### config.mk
export PLATFORM = sky130hd
export DESIGN_NAME = updn_cascade_counter
export DESIGN_NICKNAME = d
export VERILOG_FILES = /design/src/rtl/updn_pkg.sv /design/src/rtl/cp_edge_sync.sv /design/src/rtl/updn_core.sv /design/src/rtl/term_decode.sv /design/src/rtl/updn_cascade_counter.sv
export SDC_FILE = /design/constraint.sdc
export NUM_CORES = 1
export LEC_CHECK = 0
export BUFFER_PORTS_ARGS = -buffer_cell sky130_fd_sc_hd__clkbuf_2
export CAP_MARGIN = 25
export CORE_UTILIZATION = 30
export CTS_CLUSTER_SIZE = 12
export DETAILED_ROUTE_END_ITERATION = 10
export GPL_TIMING_DRIVEN = 0
export PLACE_DENSITY = 0.65
export SETUP_SLACK_MARGIN = 0.5
export SLEW_MARGIN = 5
export SYNTH_ARGS = -nofsm -noshare
export SYNTH_HDL_FRONTEND = slang
export SYNTH_SLANG_ARGS = --single-unit
### constraint.sdc
create_clock -name clk_i -period 3.15 [get_ports clk_i]
set_input_delay 0.1575 -clock clk_i [delete_from_list [all_inputs] [get_ports clk_i]]
set_output_delay 0.1575 -clock clk_i [all_outputs]
set_load 0.02 [all_outputs]
### src/rtl/updn_pkg.sv
package updn_pkg;
  typedef enum logic {
    DIR_UP   = 1'b0,
    DIR_DOWN = 1'b1
  } dir_e;
endpackage

### src/rtl/cp_edge_sync.sv
module cp_edge_sync #(
  parameter int STAGES = 2
) (
  input  logic clk_i,
  input  logic rst_ni,
  input  logic cp_i,
  output logic cp_sync_o,
  output logic rise_o
);
  localparam int LAST = STAGES - 1;

  logic [STAGES-1:0] sync_q;
  logic              hist_q;

  generate
    for (genvar s = 0; s < STAGES; s++) begin : g_stage
      if (s == 0) begin : g_first
        always_ff @(posedge clk_i or negedge rst_ni)
          if (!rst_ni) sync_q[s] <= 1'b0;
          else         sync_q[s] <= cp_i;
      end else begin : g_next
        always_ff @(posedge clk_i or negedge rst_ni)
          if (!rst_ni) sync_q[s] <= 1'b0;
          else         sync_q[s] <= sync_q[s-1];
      end
    end
  endgenerate

  always_ff @(posedge clk_i or negedge rst_ni)
    if (!rst_ni) hist_q <= 1'b0;
    else         hist_q <= sync_q[LAST];

  assign cp_sync_o = sync_q[LAST];
  assign rise_o    = sync_q[LAST] & ~hist_q;

  // one step per edge
  assert_single_step_R9: assert property (@(posedge clk_i) disable iff (!rst_ni)
    rise_o |=> !rise_o);
endmodule

### src/rtl/updn_core.sv
module updn_core
  import updn_pkg::*;
#(
  parameter int WIDTH = 4
) (
  input  logic             clk_i,
  input  logic             rst_ni,
  input  logic             step_i,
  input  logic             load_ni,
  input  logic             cnt_en_ni,
  input  dir_e             dir_i,
  input  logic [WIDTH-1:0] data_i,
  output logic [WIDTH-1:0] count_o
);
  localparam logic [WIDTH-1:0] ONE = WIDTH'(1);

  logic [WIDTH-1:0] count_q;
  logic [WIDTH-1:0] next_cnt;

  always_comb begin
    next_cnt = count_q;
    if (!load_ni)                     next_cnt = data_i;
    else if (step_i && !cnt_en_ni)
      next_cnt = (dir_i == DIR_DOWN) ? count_q - ONE : count_q + ONE;
  end

  always_ff @(posedge clk_i or negedge rst_ni)
    if (!rst_ni) count_q <= '0;
    else         count_q <= next_cnt;

  assign count_o = count_q;

  assert_load_R2: assert property (@(posedge clk_i) disable iff (!rst_ni)
    !load_ni |=> count_o == $past(data_i));
  assert_inhibit_R3: assert property (@(posedge clk_i) disable iff (!rst_ni)
    (load_ni && (cnt_en_ni || !step_i)) |=> $stable(count_o));
  assert_up_step_R4: assert property (@(posedge clk_i) disable iff (!rst_ni)
    (load_ni && !cnt_en_ni && step_i && dir_i == DIR_UP) |=> count_o == WIDTH'($past(count_o) + ONE));
  assert_down_step_R5: assert property (@(posedge clk_i) disable iff (!rst_ni)
    (load_ni && !cnt_en_ni && step_i && dir_i == DIR_DOWN) |=> count_o == WIDTH'($past(count_o) - ONE));
endmodule

### src/rtl/term_decode.sv
module term_decode
  import updn_pkg::*;
#(
  parameter int WIDTH = 4
) (
  input  logic [WIDTH-1:0] count_i,
  input  dir_e             dir_i,
  input  logic             cnt_en_ni,
  input  logic             cp_sync_i,
  output logic             term_o,
  output logic             ripple_no
);
  logic at_top, at_bottom;

  assign at_top    = &count_i;
  assign at_bottom = ~|count_i;
  assign term_o    = (dir_i == DIR_DOWN) ? at_bottom : at_top;
  assign ripple_no = ~(term_o & ~cnt_en_ni & ~cp_sync_i);

  always_comb begin
    assert_tc_range_R6: assert (!term_o || at_top || at_bottom);
    assert_rc_gate_R8:  assert (ripple_no || (term_o && !cnt_en_ni && !cp_sync_i));
  end
endmodule

### src/rtl/updn_cascade_counter.sv
module updn_cascade_counter
  import updn_pkg::*;
#(
  parameter int WIDTH       = 4,
  parameter int SYNC_STAGES = 2
) (
  input  logic             clk_i,
  input  logic             rst_ni,
  input  logic [WIDTH-1:0] data_i,
  input  logic             load_ni,
  input  logic             cnt_en_ni,
  input  logic             dir_i,
  input  logic             cp_i,
  output logic [WIDTH-1:0] count_o,
  output logic             term_o,
  output logic             ripple_no
);
  dir_e dir;
  logic cp_sync, step;

  assign dir = dir_e'(dir_i);

  cp_edge_sync #(.STAGES(SYNC_STAGES)) u_sync (
    .clk_i     (clk_i),
    .rst_ni    (rst_ni),
    .cp_i      (cp_i),
    .cp_sync_o (cp_sync),
    .rise_o    (step)
  );

  updn_core #(.WIDTH(WIDTH)) u_core (
    .clk_i     (clk_i),
    .rst_ni    (rst_ni),
    .step_i    (step),
    .load_ni   (load_ni),
    .cnt_en_ni (cnt_en_ni),
    .dir_i     (dir),
    .data_i    (data_i),
    .count_o   (count_o)
  );

  term_decode #(.WIDTH(WIDTH)) u_term (
    .count_i   (count_o),
    .dir_i     (dir),
    .cnt_en_ni (cnt_en_ni),
    .cp_sync_i (cp_sync),
    .term_o    (term_o),
    .ripple_no (ripple_no)
  );

  assert_reset_R1: assert property (@(posedge clk_i) !rst_ni |-> count_o == '0);
endmodule

==> flow_metrics.env, run 1 <==
export IMPL_cts_setup_buffers=0
export IMPL_ys_warn_count=0
export IMPL_drt_iter0_markers=5
export IMPL_share_of_post_route_cells_with_drive_strength_above_1=0.3788
export IMPL_synth_common_cells="sky130_fd_sc_hd__dfrtp_1, sky130_fd_sc_hd__nand2_1, sky130_fd_sc_hd__a21oi_1, sky130_fd_sc_hd__nor2_1"
export IMPL_pwr_share_seq=0.423
export IMPL_ys_types=24
export IMPL_rows=13
export IMPL_timing_max_slew_rel_slack=0.7496
export IMPL_antenna_found_initial=0
export IMPL_route_antenna_remaining_nets=0
export IMPL_cts_tree="done"
export IMPL_worstSetupPathType="flip-flop to output pin"
export IMPL_post_route_drc_count=0
export IMPL_holdCritPathClass="input port to flip-flop"
export IMPL_postSynthCellCount=46
export IMPL_critPathArrivalTime_ns=1.57
export IMPL_internal_power_w=0.0001774
export IMPL_first_global_vias=332
export IMPL_finalWorstPathRequiredPeriod_ns=1.724
export IMPL_vdd_ir_drop_worst_mv=0.2237
export IMPL_synth_yosys_seq_area_share=0.4070
export IMPL_die_width_um=39.88
export IMPL_crit_required_ns=2.99
export IMPL_max_cap_violations=0
export IMPL_layout_area_overhead_vs_synth_pct=30.23
export IMPL_cp_cell_sequence="inv_1, or4_1, o21ai_2, nand2_1, clkbuf_2"
export IMPL_cts_sinks=7
export IMPL_filler_cell_count=143
export IMPL_clk_transition_reported_paths_ns=0.05
export IMPL_setup_violations=0
export IMPL_num_cts_buffers=3
export IMPL_antenna_cells_inserted=0
export IMPL_worst_setup_path_end_kind="output pin"
export IMPL_cts_htree_levels=1
export IMPL_via_count=388
export IMPL_clkLatencyLatePin_ns=0.25
export IMPL_postSynthNetCount=59
export IMPL_finalHoldViolations=0
export IMPL_finalInstanceArea_um2=560.5
export IMPL_cpPeakStageDelay_ns=0.54
export IMPL_critical_path_startpoint_type="flip-flop"
export IMPL_synth_area_um2=430.4
export IMPL_grt_first_pass_wirelength_um=1297
export IMPL_synth_top_area_frac=0.4070
export IMPL_crit_path_top_delay_cell="sky130_fd_sc_hd__or4_1"
export IMPL_post_synth_main_area_contributors="sky130_fd_sc_hd__dfrtp_1, sky130_fd_sc_hd__ha_1, sky130_fd_sc_hd__a21oi_1"
export IMPL_slew_viol_final=0
export IMPL_syn_area_per_cell_um2=9.357
export IMPL_synth_main_ff_cell="sky130_fd_sc_hd__dfrtp_1"
export IMPL_synth_top_area_cell="sky130_fd_sc_hd__dfrtp_1"
export IMPL_tns_ns=0
export IMPL_die_h_um=39.88
export IMPL_drt_total_wl_um=792
export IMPL_worst_clock_skew_ns=0.003745
export IMPL_clock_power_share=0.313
export IMPL_boundaryPins=16
export IMPL_top_family_by_delay_on_critical_path="simple AND/OR/NAND/NOR gates"
export IMPL_grtUsageTotal=0.1297
export IMPL_ys_async_sr_fraction=1.000
export IMPL_synth_enable_flop_cells=0
export IMPL_via_per_inst=4.790
export IMPL_design_die_area_mm2=0.001590
export IMPL_rsz0062_at_grt="no"
export IMPL_power_switching_fraction=0.3177
export IMPL_status="finished, final reports clean"
export IMPL_routed_wire_length_per_instance_um=9.778
export IMPL_place_gp_congestion=0.8376
export IMPL_post_synth_top_count_cell="sky130_fd_sc_hd__dfrtp_1"
export IMPL_grt_start_max_net_pins=11
export IMPL_power_leakage_nw=0.2767
export IMPL_nNetsFinal=80
export IMPL_drt_pre_antenna_iters=2
export IMPL_grt_remaining_overflow=0
export IMPL_min_period_over_period=0.5474
export IMPL_power_density_mw_per_mm2=463.8
export IMPL_timing_critical_path_buf_inv=2
export IMPL_io_buffer_count=15
export IMPL_detailed_placement_wirelength_estimate_um=641
export IMPL_fmaxAchievable_mhz=580.0
export IMPL_pwr_share_comb=0.264
export IMPL_net_switching_power_w=0.00008258
export IMPL_core_area_mm2=0.001318
export IMPL_cts_root_buffer_cell="sky130_fd_sc_hd__clkbuf_4"
export IMPL_place_area_um2=524.3
export IMPL_worst_slew_pin_slew_ns=0.3756
export IMPL_worstPathMaxFanout=4
export IMPL_floorplan_initialDensity=0.3267
export IMPL_synth_seq_cells=7
export IMPL_cts_buffer_depth=2
[final timing paths]
| kind | slack, ns | startpoint | depth (start not counted) | endpoint |
|---|---|---|---|---|
| max | 1.43 | u_core.count_o[0] | 5 | ripple_no |
| min | 0.02 | cp_i | 1 | u_sync.sync_q[0] |
| max reg2reg | 1.70 | u_core.count_o[0] | 6 | u_core.count_o[2] |
| min reg2reg | 0.35 | u_sync.sync_q[0] | 0 | u_sync.cp_sync_o |
| max in group asynchronous | 2.71 | rst_ni | 2 | u_core.count_o[2] |
| min in group asynchronous | 0.27 | rst_ni | 2 | u_core.count_o[3] |
[logic make-up after synthesis]
| logic type | Yosys count | share of synthesized area |
|---|---|---|
| buffers and inverters | 5 | 0.04649 |
| adder cells (fa/ha/maj) | 3 | 0.1046 |
| AND/OR/NAND/NOR | 19 | 0.2529 |
| XOR/XNOR | 2 | 0.04071 |
| multiplexers | 1 | 0.02616 |
| AO/OA/AOI/OAI | 9 | 0.1221 |
| flip-flops | 7 | 0.4070 |
[placed cells by master, fill, tap and decap left out]
master,n
sky130_fd_sc_hd__a21oi_1,4
sky130_fd_sc_hd__a31oi_1,1
sky130_fd_sc_hd__and3_2,2
sky130_fd_sc_hd__buf_2,1
sky130_fd_sc_hd__clkbuf_1,2
sky130_fd_sc_hd__clkbuf_2,15
sky130_fd_sc_hd__clkbuf_4,3
sky130_fd_sc_hd__dfrtp_1,7
sky130_fd_sc_hd__dlygate4sd3_1,1
sky130_fd_sc_hd__fa_1,1
sky130_fd_sc_hd__ha_1,2
sky130_fd_sc_hd__inv_1,2
sky130_fd_sc_hd__inv_2,1
sky130_fd_sc_hd__mux2_2,1
sky130_fd_sc_hd__nand2_1,5
sky130_fd_sc_hd__nand3_1,2
sky130_fd_sc_hd__nor2_1,4
sky130_fd_sc_hd__nor2b_1,1
sky130_fd_sc_hd__nor3_1,1
sky130_fd_sc_hd__nor4b_2,1
sky130_fd_sc_hd__o21ai_1,2
sky130_fd_sc_hd__o21ai_2,1
sky130_fd_sc_hd__o21bai_1,1
sky130_fd_sc_hd__or3b_1,1
sky130_fd_sc_hd__or4_1,2
sky130_fd_sc_hd__xnor2_1,1
sky130_fd_sc_hd__xor2_1,1
[layer usage]
| metal | routed length (um) | global-route usage | share of wire |
|---|---|---|---|
| met5 | 0 | 0 | 0 |
| met4 | 6 | 0.08621 | 0.0076 |
| met3 | 45 | 0.03409 | 0.057 |
| met2 | 377 | 0.1855 | 0.48 |
| met1 | 362 | 0.1667 | 0.46 |
[layout make-up]
| class | instances | area, um2 | share of cell area |
|---|---|---|---|
| tap | 15 | 18.77 | 0.03348 |
| multi-input combinational | 34 | 235.2 | 0.4196 |
| timing repair buffer | 16 | 85.08 | 0.1518 |
| sequential | 7 | 175.2 | 0.3125 |
| inverter | 3 | 11.26 | 0.02009 |
| clock buffer | 4 | 26.28 | 0.04687 |
| buffer | 2 | 8.758 | 0.01562 |
[power by group through the flow]
stage	registers, W	logic (W)	clock network, W
6_report	0.000110	0.0000686	0.0000815
3_3_place_gp	0.000111	0.0000675	0
2_1_floorplan	0.000118	0.0000374	0
3_5_place_dp	0.000112	0.0000678	0
5_1_grt	0.000111	0.0000784	0.0000908
4_1_cts	0.000110	0.0000698	0.0000844
[flip-flops by register name (all words and copies together) (netlist names)]
register          cells
u_sync.cp_sync_o      1
u_sync.sync_q         1
u_sync.hist_q         1
u_core.count_o        4
[through the flow]
| step | hold slack [ns] | util | power, W | instances | setup WS (ns) |
|---|---|---|---|---|---|
| finish | 0.01514 | 0.4255 | 0.0002600 | 81 | 1.426 |
| global route | 0.006398 | 0.4255 | 0.0002803 | 81 | 1.330 |
| CTS | 0.009414 | 0.4255 | 0.0002641 | 81 | 1.407 |
| detailed placement | 0.002494 | 0.3979 | 0.0001794 | 76 | 1.681 |
| global placement | 0.001547 | 0.3979 | 0.0001785 | 76 | 1.689 |
| floorplan | -0.1381 | - | 0.0001550 | 46 | 1.519 |
[repair_timing]
action / 4_1_cts / 5_1_grt
endpoints found under the setup margin: 0 / 0
resized for setup: 0 / 0
hold buffers: 1 / 0
hold endpoints to repair: 7 / 0
Power figures use the tool's default switching activity.
==> run 2: changes to the inputs <==
Settings changed: PLACE_DENSITY 0.65 to 0.67.
Clock period 3.15 ns to 1.5 ns, I/O delays scaled along.
==> run 2 against run 1 <==
The flow now finishes with violations (negative setup slack); via count is 9.3% higher; non-clock buffer count up 6; first-iteration DRC count rose by 80%; largest power group unchanged; highest routed layer is now met3.
==> flow_metrics.env, run 2 (synthesis gave the netlist of run 1 again) <==
export IMPL_status="finished, violations left"
export IMPL_failed_checks="negative setup slack"
export IMPL_setup_reg_to_reg_worst_slack_ns=0.11
export IMPL_timing_critical_path_depth=4
export IMPL_critical_path_startpoint_type="flip-flop"
export IMPL_rows=13
export IMPL_final_hold_worst_slack_ns=0.07231
export IMPL_cts_tree="done"
export IMPL_grtUsageTotal=0.1392
export IMPL_design_die_area_mm2=0.001590
export IMPL_routed_wire_length_per_instance_um=11.07
export IMPL_drt_iter0_markers=9
export IMPL_pre_cts_slack_ns=0.09825
export IMPL_core_area_mm2=0.001318
export IMPL_max_cap_violations=0
export IMPL_timing_max_slew_rel_slack=0.7162
export IMPL_worst_clock_skew_ns=0.0009955
export IMPL_die_h_um=39.88
export IMPL_rr_startpoint="u_core.count_o[1]"
export IMPL_grt_first_pass_wirelength_um=1435
export IMPL_antenna_found_initial=0
export IMPL_timing_critical_path_buf_inv=1
export IMPL_holdCritPathClass="input port to flip-flop"
export IMPL_r2r_worst_path_cells=4
export IMPL_worstPathMaxFanout=3
export IMPL_route_antenna_remaining_nets=0
export IMPL_clk_transition_reported_paths_ns=0.05
export IMPL_post_route_drc_count=0
export IMPL_power_density_mw_per_mm2=866.3
export IMPL_cts_root_buffer_cell="sky130_fd_sc_hd__clkbuf_4"
export IMPL_place_gp_congestion=0.7316
export IMPL_worstSetupPathType="flip-flop to output pin"
export IMPL_worst_setup_slack_after_layout_ns=-0.1217
export IMPL_rsz0062_at_grt="yes"
export IMPL_finalWorstPathRequiredPeriod_ns=1.622
export IMPL_clkLatencyLatePin_ns=0.24
export IMPL_share_of_post_route_cells_with_drive_strength_above_1=0.5972
export IMPL_setup_violations=2
export IMPL_via_count=424
export IMPL_slew_viol_final=0
export IMPL_setup_worst_path_start="u_core.count_o[0]"
export IMPL_finalHoldViolations=0
export IMPL_antenna_cells_inserted=0
export IMPL_worstHoldPathCells=2
export IMPL_vdd_ir_drop_worst_mv=0.6113
export IMPL_io_buffer_count=15
export IMPL_nNetsFinal=86
export IMPL_fmaxAchievable_mhz=616.6
export IMPL_die_width_um=39.88
export IMPL_boundaryPins=16
export IMPL_drt_total_wl_um=963
export IMPL_worst_setup_path_end_kind="output pin"
export IMPL_grt_remaining_overflow=0
export IMPL_cts_sinks=7
export IMPL_crit_path_top_delay_cell="sky130_fd_sc_hd__or4_4"
export IMPL_final_common_cell="sky130_fd_sc_hd__clkbuf_2"
export IMPL_crit_required_ns=1.42
export IMPL_cts_htree_levels=1
export IMPL_critPathArrivalTime_ns=1.55
export IMPL_power_leakage_nw=0.3385
export IMPL_min_period_over_period=1.081
export IMPL_floorplan_initialDensity=0.3267
export IMPL_first_global_vias=336
export IMPL_detailed_placement_wirelength_estimate_um=677.7
export IMPL_cts_buffer_depth=2
export IMPL_via_per_inst=4.874
export IMPL_cp_cell_sequence="or4_4, o21ai_4, nand2_2, buf_8"
export IMPL_drt_pre_antenna_iters=4
export IMPL_layout_area_overhead_vs_synth_pct=67.44
export IMPL_worst_slew_pin_slew_ns=0.4257
export IMPL_largest_register_ff_count=4
export IMPL_cpPeakStageDelay_ns=0.53
export IMPL_critical_r2r_capture="u_core.count_o[1]"
export IMPL_top_family_by_delay_on_critical_path="simple AND/OR/NAND/NOR gates"
export IMPL_grt_start_max_net_pins=11
export IMPL_num_cts_buffers=3
export IMPL_timing_critical_path_to="ripple_no"
-- run 2: cell types whose count changed in the layout (fill, tap and decap cells not counted), moves of 2 or more --
cell                       delta
sky130_fd_sc_hd__buf_4        +3
sky130_fd_sc_hd__buf_6        +4
sky130_fd_sc_hd__clkbuf_2     -5
sky130_fd_sc_hd__clkbuf_8     +2
sky130_fd_sc_hd__dfrtp_1      -4
sky130_fd_sc_hd__dfrtp_2      +4
sky130_fd_sc_hd__inv_1        -2
sky130_fd_sc_hd__inv_2        +2
sky130_fd_sc_hd__or4_1        -2
sky130_fd_sc_hd__or4_4        +2
-- run 2: final cells by class --
class | instances | area, um2
Sequential cell | 7 | 180.2
Timing Repair Buffer | 22 | 176.4
Inverter | 3 | 11.26
Fill cell | 118 | 596.8
Buffer | 2 | 15.01
Clock buffer | 4 | 26.28
Multi-Input combinational cell | 34 | 292.8
Tap cell | 15 | 18.77
-- run 2: layer usage --
| layer | up-vias | GRT usage | routed length (um) |
|---|---|---|---|
| li1 | 212 | - | - |
| met3 | 0 | 0.06818 | 64 |
| met1 | 197 | 0.1667 | 417 |
| met4 | 0 | 0 | 0 |
| met2 | 15 | 0.2339 | 481 |
| met5 | - | 0 | 0 |
-- run 2: how the worst min path moves through the flow --
stage                     startpoint                end  slack (ns)
after global placement        rst_ni      u_sync.hist_q       -0.08
after detailed placement      rst_ni      u_sync.hist_q       -0.08
after CTS                  data_i[1]  u_core.count_o[1]        0.06
final                      data_i[1]  u_core.count_o[1]        0.07
after floorplan               rst_ni  u_core.count_o[0]       -0.22
after global routing       data_i[1]  u_core.count_o[1]        0.05
-- run 2: report_power, final --
| part | leakage (nW) | total [W] | switching (W) | internal [W] |
|---|---|---|---|---|
| Combinational | 0.246 | 0.000219 | 0.0000979 | 0.000121 |
| Clock | 0.0150 | 0.000164 | 0.0000633 | 0.000101 |
| Sequential | 0.0771 | 0.000241 | 0.0000307 | 0.000210 |
-- run 2: metrics by stage --
step | total power [W] | TNS (ns) | std cells | util | cell area (um2)
final | 0.0006243 | -0.2219 | 87 | 0.5470 | 720.7
after global routing | 0.0006786 | -0.3314 | 87 | 0.5470 | 720.7
after CTS | 0.0005986 | -0.2356 | 84 | 0.5081 | 669.4
after detailed placement | 0.0004024 | 0 | 76 | 0.4359 | 574.3
after global placement | 0.0003988 | 0 | 76 | 0.4359 | 574.3
after floorplan | 0.0003485 | 0 | 46 | - | 480.5
-- run 2: timing repair --
action / CTS / global route
setup endpoints to repair: 7 / 9
endpoints found under the hold margin: 8 / 0
hold buffers: 2 / 0
setup buffers: 2 / 3
resized for setup: 8 / 8
pin swaps: 1 / 0
==> run 3: changes to the inputs <==
Settings changed: CORE_AREA set to 2 2 39 41, CORE_UTILIZATION 30 to unset, DIE_AREA set to 0 0 41 43, PLACE_DENSITY 0.67 to 0.7.
==> run 3 against run 2 <==
The flow still finishes with violations (negative setup slack); first-iteration DRC count decreased by 44%; die area increased by 11%; final area increased by 4.5%; largest power group is now combinational logic; power increased by 5.2%; final cell count unchanged; global-route usage increased by 0.14 points.
==> flow_metrics.env, run 3 (synthesis gave the netlist of run 1 again) <==
export IMPL_status="finished, violations left"
export IMPL_failed_checks="negative setup slack"
export IMPL_grtUsageTotal=0.1405
export IMPL_holdCritPathClass="input port to flip-flop"
export IMPL_critPathArrivalTime_ns=1.58
export IMPL_tns_ns=-0.2998
export IMPL_grt_start_max_net_pins=11
export IMPL_worst_slew_pin_slew_ns=0.4924
export IMPL_io_buffer_count=15
export IMPL_worst_clock_skew_ns=0.002388
export IMPL_rsz0062_at_grt="yes"
export IMPL_worst_setup_path_end_kind="output pin"
export IMPL_routed_wire_length_per_instance_um=13.92
export IMPL_timing_critical_path_to="ripple_no"
export IMPL_via_count=430
export IMPL_die_h_um=43
export IMPL_antenna_found_initial=0
export IMPL_rr_startpoint="u_core.count_o[0]"
export IMPL_num_cts_buffers=3
export IMPL_clk_transition_reported_paths_ns=0.05
export IMPL_power_leakage_nw=0.3378
export IMPL_cts_root_buffer_cell="sky130_fd_sc_hd__clkbuf_4"
export IMPL_rows=14
export IMPL_boundaryPins=16
export IMPL_finalWorstPathRequiredPeriod_ns=1.658
export IMPL_min_period_over_period=1.106
export IMPL_drt_pre_antenna_iters=4
export IMPL_mostFrequentLayoutCells="sky130_fd_sc_hd__clkbuf_2, sky130_fd_sc_hd__nor2_1, sky130_fd_sc_hd__clkbuf_4, sky130_fd_sc_hd__dfrtp_2"
export IMPL_floorplan_initialDensity=0.3110
export IMPL_crit_required_ns=1.42
export IMPL_final_common_cell="sky130_fd_sc_hd__clkbuf_2"
export IMPL_power_density_mw_per_mm2=872.3
export IMPL_critical_r2r_capture="u_core.count_o[1]"
export IMPL_cts_buffer_depth=2
export IMPL_clkLatencyLatePin_ns=0.24
export IMPL_place_gp_congestion=0.6820
export IMPL_core_area_mm2=0.001384
export IMPL_grt_remaining_overflow=0
export IMPL_layout_area_overhead_vs_synth_pct=75.00
export IMPL_worst_setup_slack_after_layout_ns=-0.1585
export IMPL_r2r_worst_path_cells=4
export IMPL_detailed_placement_wirelength_estimate_um=753
export IMPL_nNetsFinal=85
export IMPL_first_global_vias=406
export IMPL_final_core_util=0.5443
export IMPL_post_route_drc_count=0
export IMPL_antenna_cells_inserted=0
export IMPL_filler_cell_count=120
export IMPL_worstPathMaxFanout=3
export IMPL_setup_reg_to_reg_worst_slack_ns=0.05
export IMPL_route_antenna_remaining_nets=0
export IMPL_drt_iter0_markers=5
export IMPL_max_cap_violations=0
export IMPL_via_per_inst=4.943
export IMPL_drt_total_wl_um=1211
export IMPL_hold_path_startpoint="data_i[1]"
export IMPL_share_of_post_route_cells_with_drive_strength_above_1=0.6620
export IMPL_slew_viol_final=0
export IMPL_design_die_area_mm2=0.001763
export IMPL_final_hold_worst_slack_ns=0.07541
export IMPL_cts_sinks=7
export IMPL_fmaxAchievable_mhz=603.0
export IMPL_timing_max_slew_rel_slack=0.6717
export IMPL_cts_htree_levels=1
export IMPL_worstSetupPathType="flip-flop to output pin"
export IMPL_vdd_ir_drop_worst_mv=0.2488
export IMPL_setup_worst_path_start="u_core.count_o[0]"
export IMPL_largest_register_ff_count=4
export IMPL_finalHoldViolations=0
export IMPL_die_width_um=41
export IMPL_power_w=0.0006571
export IMPL_critical_path_startpoint_type="flip-flop"
export IMPL_cts_tree="done"
export IMPL_setup_violations=2
export IMPL_grt_first_pass_wirelength_um=1662
-- run 3: power breakdown --
| part | switching (W) | total [W] | internal [W] | leakage (nW) |
|---|---|---|---|---|
| logic | 0.000118 | 0.000251 | 0.000134 | 0.246 |
| registers | 0.0000304 | 0.000241 | 0.000210 | 0.0771 |
| clock network | 0.0000638 | 0.000165 | 0.000101 | 0.0150 |
| total | 0.000212 | 0.000657 | 0.000445 | 0.338 |
-- run 3: per-stage QoR --
stage	cell area [um2]	setup WS, ns	cells
floorplan	480.5	0.06093	46
global placement	575.6	0.09692	77
detailed placement	575.6	0.08144	77
CTS	675.6	-0.1411	85
global route	753.2	-0.2037	87
finish	753.2	-0.1585	87
-- run 3: per-layer routing --
metal / vias up / GRT usage / routed length, um
met5: - / 0 / 0
met4: 0 / 0.06000 / 0
met2: 12 / 0.2594 / 709
met1: 204 / 0.1349 / 457
met3: 0 / 0.03141 / 44
li1: 214 / - / -
-- run 3: final cells by class --
| type | count | area [um2] | share of cell area |
|---|---|---|---|
| plain buffers | 2 | 23.77 | 0.03156 |
| clock buffers | 4 | 26.28 | 0.03488 |
| repair buffers | 21 | 157.7 | 0.2093 |
| flip-flops and latches | 7 | 180.2 | 0.2392 |
| multi-input cells | 34 | 334.1 | 0.4435 |
| well taps | 16 | 20.02 | 0.02658 |
| inverters | 3 | 11.26 | 0.01495 |
-- run 3: repair_timing --
item,CTS,global route
pin swaps,1,1
hold buffers,2,0
buffers inserted,2,2
hold endpoints to repair,8,0
gates resized for setup,8,16
endpoints found under the setup margin,7,9
cloned,0,0
-- run 3: worst min-delay path by stage --
stage,end,cells after the start
finish,u_core.count_o[1],2
global route,u_core.count_o[1],2
CTS,u_core.count_o[1],2
detailed placement,u_core.count_o[3],1
global placement,u_core.count_o[3],1
floorplan,u_core.count_o[0],0
-- run 3: critical path, stage by stage, from the launching register on --
cell and delay [ns]:
sky130_fd_sc_hd__dfrtp_2 0.42, sky130_fd_sc_hd__or4_4 0.54, sky130_fd_sc_hd__o21ai_4 0.17, sky130_fd_sc_hd__nand2_2 0.06
sky130_fd_sc_hd__buf_2 0.15
